[src/rtl/lpw_pkg.sv]
package lpw_pkg;
  typedef enum logic [1:0] {
    LP_ACTIVE   = 2'd0,
    LP_RESET    = 2'd1,
    LP_DISABLED = 2'd2
  } lp_state_t;
endpackage

[src/rtl/lpw_sync.sv]
module lpw_sync #(
  parameter int STAGES = 2
) (
  input  logic clk,
  input  logic rst,
  input  logic d_in,
  output logic d_out
);
  logic [STAGES-1:0] chain;

  always_ff @(posedge clk) begin
    if (rst) chain[0] <= 1'b0;
    else     chain[0] <= d_in;
  end

  generate
    for (genvar i = 1; i < STAGES; i++) begin : g_stage
      always_ff @(posedge clk) begin
        if (rst) chain[i] <= 1'b0;
        else     chain[i] <= chain[i-1];
      end
    end
  endgenerate

  assign d_out = chain[STAGES-1];
endmodule

[src/rtl/lpw_power_fsm.sv]
module lpw_power_fsm
  import lpw_pkg::*;
#(
  parameter int RST_CYC = 16,
  parameter int DIS_CYC = 64
) (
  input  logic clk,
  input  logic rst,
  input  logic lps_s,
  input  logic link_ctrl,
  output logic io_en,
  output logic pclk_en,
  output logic bus_rst_req,
  output logic link_active
);
  localparam int CW = $clog2(DIS_CYC + 1);
  localparam logic [CW-1:0] RST_W = CW'(RST_CYC);
  localparam logic [CW-1:0] DIS_W = CW'(DIS_CYC);

  lp_state_t       st, st_nxt;
  logic [CW-1:0]   lo_cnt, lo_next;
  logic            hw_hold;
  logic            brq_nxt;

  always_comb begin
    lo_next = lo_cnt;
    if (lps_s)                lo_next = '0;
    else if (lo_cnt != DIS_W) lo_next = lo_cnt + 1'b1;

    st_nxt  = st;
    brq_nxt = 1'b0;
    case (st)
      LP_ACTIVE:   if (!lps_s && lo_next >= RST_W) st_nxt = LP_RESET;
      LP_RESET: begin
        if (lps_s)                  st_nxt = LP_ACTIVE;
        else if (lo_next >= DIS_W)  st_nxt = LP_DISABLED;
      end
      LP_DISABLED: begin
        if (lps_s) begin
          st_nxt  = LP_ACTIVE;
          brq_nxt = !hw_hold;
        end
      end
      default:     st_nxt = LP_DISABLED;
    endcase
  end

  always_ff @(posedge clk) begin
    if (rst) begin
      st          <= LP_DISABLED;
      lo_cnt      <= '0;
      hw_hold     <= 1'b1;
      io_en       <= 1'b0;
      pclk_en     <= 1'b0;
      bus_rst_req <= 1'b0;
      link_active <= 1'b0;
    end else begin
      st          <= st_nxt;
      lo_cnt      <= lo_next;
      if (st == LP_RESET && st_nxt == LP_DISABLED) hw_hold <= 1'b0;
      io_en       <= (st_nxt == LP_ACTIVE);
      pclk_en     <= (st_nxt != LP_DISABLED);
      bus_rst_req <= brq_nxt;
      link_active <= (st_nxt == LP_ACTIVE) && link_ctrl;
    end
  end

  AST_IO_NEEDS_CLK: assert property (@(posedge clk) disable iff (rst)
    io_en |-> pclk_en);

  AST_CLK_STOP_FROM_SHALLOW: assert property (@(posedge clk) disable iff (rst)
    $fell(pclk_en) |-> $past(!io_en));

  AST_BRQ_FROM_DEEP: assert property (@(posedge clk) disable iff (rst)
    bus_rst_req |-> ($past(!pclk_en) && pclk_en && io_en));

  AST_BRQ_SINGLE: assert property (@(posedge clk) disable iff (rst)
    bus_rst_req |=> !bus_rst_req);

  AST_LA_NEEDS_IO: assert property (@(posedge clk) disable iff (rst)
    link_active |-> io_en);
endmodule

[src/rtl/lpw_wake.sv]
module lpw_wake #(
  parameter int HALF_CYC = 4,
  parameter int PU_CYC   = 200
) (
  input  logic       clk,
  input  logic       rst,
  input  logic       link_active,
  input  logic       linkon_evt,
  input  logic       intr_pending,
  input  logic       wdog_en,
  input  logic       bus_reset,
  input  logic       pwr_up,
  input  logic [2:0] pwr_class,
  output logic       wake_out
);
  localparam int PW = $clog2(PU_CYC + 1);
  localparam int HW = (HALF_CYC > 1) ? $clog2(HALF_CYC) : 1;
  localparam logic [PW-1:0] PU_W   = PW'(PU_CYC);
  localparam logic [HW-1:0] HALF_L = HW'(HALF_CYC - 1);

  logic          wreq;
  logic [PW-1:0] pu_cnt;
  logic [HW-1:0] hc;
  logic          phase;
  logic          irq_ok;
  logic          won;

  assign irq_ok = intr_pending & wdog_en;
  assign won    = wreq | (pu_cnt != '0);

  always_ff @(posedge clk) begin
    if (rst) begin
      wreq   <= 1'b0;
      pu_cnt <= '0;
      hc     <= '0;
      phase  <= 1'b1;
    end else begin
      if (link_active)                  wreq <= 1'b0;
      else if (bus_reset)               wreq <= irq_ok;
      else if (linkon_evt || irq_ok)    wreq <= 1'b1;

      if (link_active)                          pu_cnt <= '0;
      else if (pwr_up && pwr_class <= 3'd4)     pu_cnt <= PU_W;
      else if (pu_cnt != '0)                    pu_cnt <= pu_cnt - 1'b1;

      if (!won) begin
        hc    <= '0;
        phase <= 1'b1;
      end else if (hc == HALF_L) begin
        hc    <= '0;
        phase <= ~phase;
      end else begin
        hc    <= hc + 1'b1;
      end
    end
  end

  assign wake_out = won & phase;

  AST_WAKE_OFF_ACTIVE: assert property (@(posedge clk) disable iff (rst)
    link_active |=> !wake_out);

  AST_NO_WAKE_FROM_BLOCKED_IRQ: assert property (@(posedge clk) disable iff (rst)
    (!wake_out && !won && !linkon_evt && !pwr_up && !(intr_pending && wdog_en)) |=> !wake_out);
endmodule

[src/rtl/link_pwr_wake.sv]
module link_pwr_wake #(
  parameter int SYNC_STAGES = 2,
  parameter int RST_CYC     = 16,
  parameter int DIS_CYC     = 64,
  parameter int HALF_CYC    = 4,
  parameter int PU_CYC      = 200
) (
  input  logic       clk,
  input  logic       rst,
  input  logic       lps_in,
  input  logic       link_ctrl,
  input  logic       linkon_evt,
  input  logic       intr_pending,
  input  logic       wdog_en,
  input  logic       bus_reset,
  input  logic       pwr_up,
  input  logic [2:0] pwr_class,
  output logic       io_en,
  output logic       pclk_en,
  output logic       bus_rst_req,
  output logic       link_active,
  output logic       wake_out
);
  logic lps_s;

  lpw_sync #(.STAGES(SYNC_STAGES)) u_sync (
    .clk   (clk),
    .rst   (rst),
    .d_in  (lps_in),
    .d_out (lps_s)
  );

  lpw_power_fsm #(.RST_CYC(RST_CYC), .DIS_CYC(DIS_CYC)) u_fsm (
    .clk         (clk),
    .rst         (rst),
    .lps_s       (lps_s),
    .link_ctrl   (link_ctrl),
    .io_en       (io_en),
    .pclk_en     (pclk_en),
    .bus_rst_req (bus_rst_req),
    .link_active (link_active)
  );

  lpw_wake #(.HALF_CYC(HALF_CYC), .PU_CYC(PU_CYC)) u_wake (
    .clk          (clk),
    .rst          (rst),
    .link_active  (link_active),
    .linkon_evt   (linkon_evt),
    .intr_pending (intr_pending),
    .wdog_en      (wdog_en),
    .bus_reset    (bus_reset),
    .pwr_up       (pwr_up),
    .pwr_class    (pwr_class),
    .wake_out     (wake_out)
  );

  initial begin
    AST_THRESH_ORDER: assert (DIS_CYC > RST_CYC && RST_CYC > 0);
  end
endmodule

[config.mk]
export PLATFORM = sky130hd
export DESIGN_NAME = link_pwr_wake
export DESIGN_NICKNAME = d
export VERILOG_FILES = /design/src/rtl/lpw_pkg.sv /design/src/rtl/lpw_sync.sv /design/src/rtl/lpw_power_fsm.sv /design/src/rtl/lpw_wake.sv /design/src/rtl/link_pwr_wake.sv
export SDC_FILE = /design/constraint.sdc
export NUM_CORES = 1
export LEC_CHECK = 0
export CAP_MARGIN = 20
export CORE_MARGIN = 1
export CORE_UTILIZATION = 52
export DETAILED_ROUTE_END_ITERATION = 8
export PLACE_DENSITY = 0.77
export SYNTH_ARGS = -nofsm -noshare
export SYNTH_HDL_FRONTEND = slang
export SYNTH_SLANG_ARGS = --single-unit
[constraint.sdc]
create_clock -name clk -period 2.35 [get_ports clk]
set_clock_uncertainty 0.05 [all_clocks]
set_input_delay 0.705 -clock clk [delete_from_list [all_inputs] [get_ports clk]]
set_output_delay 0.705 -clock clk [all_outputs]
set_load 0.02 [all_outputs]
==> run metrics <==
status complete, no violations; Cells after Synth between 100 and 150; largest net degree at the start of global routing 17; Num Clock Sinks 28; synth cell count leaders dfxtp_1 (28), nor2_1 (24), xnor2_1 (8); DR DRC count 0; Least-Margin Pin Slew about 320 ps; Seq/Total Area, Yosys 48.2%; critical-path maximum fanout 4; CTS tree yes; Max Fclk approximately 460 MHz; warning count from the yosys run 0; Fillers 160; dpl cell area 0.00138 mm2; synth-to-layout area growth 24.4%; setup violators final 0; root buf cell clkbuf_4; Post-synth ARST share 0%; Worst Hold Slack 389 ps; max-slew violations 0; syn_area_per_cell about 9.2 um2; WL/cell 12.1 um; core area 0.00202 mm2; clock tree buffer depth 2; Setup TNS 0 ps; Worst Setup End Kind output pin; Hold Crit Class reg2reg; synth top area cells dfxtp_1 (48%), nor2_1 (7.8%), xnor2_1 (6.0%), ha_1 (4.3%), xor2_1 (3.0%); nets approximately 170; DIE WIDTH 49.3 um; clk_lat worst skew 310 ps; crit path DAT 1430 ps; synthesized area 0.00116 mm2; top-count cell post-synth dfxtp_1; power density cells 1020 mW/mm2; Routed Wire Length 2150 um; gr usage total 20.2%; CTS Hold Bufs 0; Top FF cell, synth dfxtp_1; Yosys top cell by area dfxtp_1; Final ANT Viol Nets 0; drt pass-1 iters 4; Initial Utilization 57.5%; worst rel slew slack roughly four fifths; startpoint types register; critical path required time about 1600 ps; RSZ-0062 raised after global routing false; Inserted Clock Buffers 3; Syn Nets around 140; GRT Residual Overflow 0; first-pass GRT wire length 3770 um; Die Footprint between 0.002 and 0.0025 mm2; design area around 0.0014 mm2; IO Count 17; vias per cell between 5 and 6; max-cap viol count 0; min Tclk post-route ~2200 ps; layout cells sized above 1 12.6%; Final Hold Fails 0; 1st-iter DRT viols 19; htree depth 1; vias in the first global route ~900; Post-synth EDFFs 0; reg2reg setup slack 460 ps; Via Count 930; post-synthesis cell type count 34; LEAKAGE 0.563 nW; peak supply drop 704 uV; RD Place Congestion between 0.8 and 0.9; Cell Rows 16; Synth top area share slightly below 50%; chip height 49.3 um; CTS clk-pin slew, worst paths 140 ps; I/O Buffers 16; Antenna Cells 0; Yosys reg bits 28; CP Class reg2out; initial antenna violation count 0; detailed placer's ending HPWL 1660 um; period utilization 93.1%
==> metal layers <==
| layer | part of all wire, % | GRT usage [%] |
|---|---|---|
| met5 | 0 | 0 |
| met1 | 45 | 23.4 |
| met3 | 3.2 | 6.23 |
| met2 | 52 | 36.1 |
| met4 | 0 | 3.92 |
==> placed cells by master, fill, tap and decap left out, types with 2 or more instances in the layout <==
cell type	synthesis	routed
clkdlybuf4s50_1	0	15
inv_1	7	7
nand2_1	6	6
clkbuf_4	0	3
a211oi_1	2	2
nand2b_1	2	2
nand3b_1	2	2
xor2_1	4	4
ha_1	4	4
buf_4	0	5
nor2b_1	4	4
nor3_1	5	4
nand3_1	4	4
nor4_1	2	2
xnor2_1	8	8
nor2_1	24	23
dfxtp_1	28	27
a21oi_1	6	6
==> state kept, by name, summed over array words and instances, names as in the netlist <==
| register | count |
|---|---|
| u_fsm.io_en | 1 |
| u_sync.d_out | 1 |
| u_wake.phase | 1 |
| u_fsm.hw_hold | 1 |
| u_fsm.st | 2 |
| u_wake.hc | 2 |
| u_wake.pu_cnt | 8 |
| u_fsm.lo_cnt | 7 |
| u_fsm.bus_rst_req | 1 |
| u_fsm.link_active | 1 |
| u_sync.chain | 1 |
| u_fsm.pclk_en | 1 |
| u_wake.wreq | 1 |
==> worst paths after layout <==
path / start / endpoint / depth (start not counted)
hold / removal: u_wake.hc[0] / u_wake.hc[0] / 1
setup reg to reg: u_fsm.lo_cnt[0] / u_fsm.link_active / 6
hold reg to reg: u_wake.hc[0] / u_wake.hc[0] / 1
setup / recovery: u_wake.pu_cnt[4] / wake_out / 5
==> per-stage QoR <==
stage	std cells	total power [W]	utilization [%]	setup slack, ps
finish	178	0.00147	71.5	161
global placement	173	0.00112	68.4	100
global route	178	0.00159	71.5	31.6
floorplan	127	0.000974	-	356
CTS	177	0.00148	71.4	26.5
detailed placement	173	0.00115	68.4	55.4
==> where the power goes <==
group	leakage [nW]	switching (W)	internal, W
sequential	0.230	0.0000701	0.000561
clock	0.0279	0.000129	0.000172
combinational	0.306	0.000271	0.000271
==> cell families (layout without fill, tap and decap cells) <==
family	Yosys count	after routing	share of synthesized area [%]
simple gates	60	60	27.3
flops	28	28	48.2
compound gates	15	15	8.50
xor+xnor	12	12	9.04
buf+inv	8	32	2.58
fa+ha+maj	4	4	4.31
==> cell type report <==
type                            count  area (um2)  area share (%)
Clock buffer                        3        22.5            1.56
Sequential cell                    28         562            38.8
Inverter                            7        26.3            1.82
Clock inverter                      1        30.0            2.08
Tap cell                           27        33.8            2.34
Multi-Input combinational cell     91         579            40.1
Timing Repair Buffer               21         193            13.3
==> worst max-delay path, stage by stage (launching register included) <==
cell and delay (ps):
dfxtp_1 380, nor3_2 200, nand4b_1 180, nor2_2 150, nor2b_1 60, buf_2 150
==> repair_timing <==
action,in CTS,in global routing
setup endpoints to repair,1,1
gates resized for setup,5,2
buffers inserted,0,1
pin swaps,0,1
(Power assumes the default switching activity.)
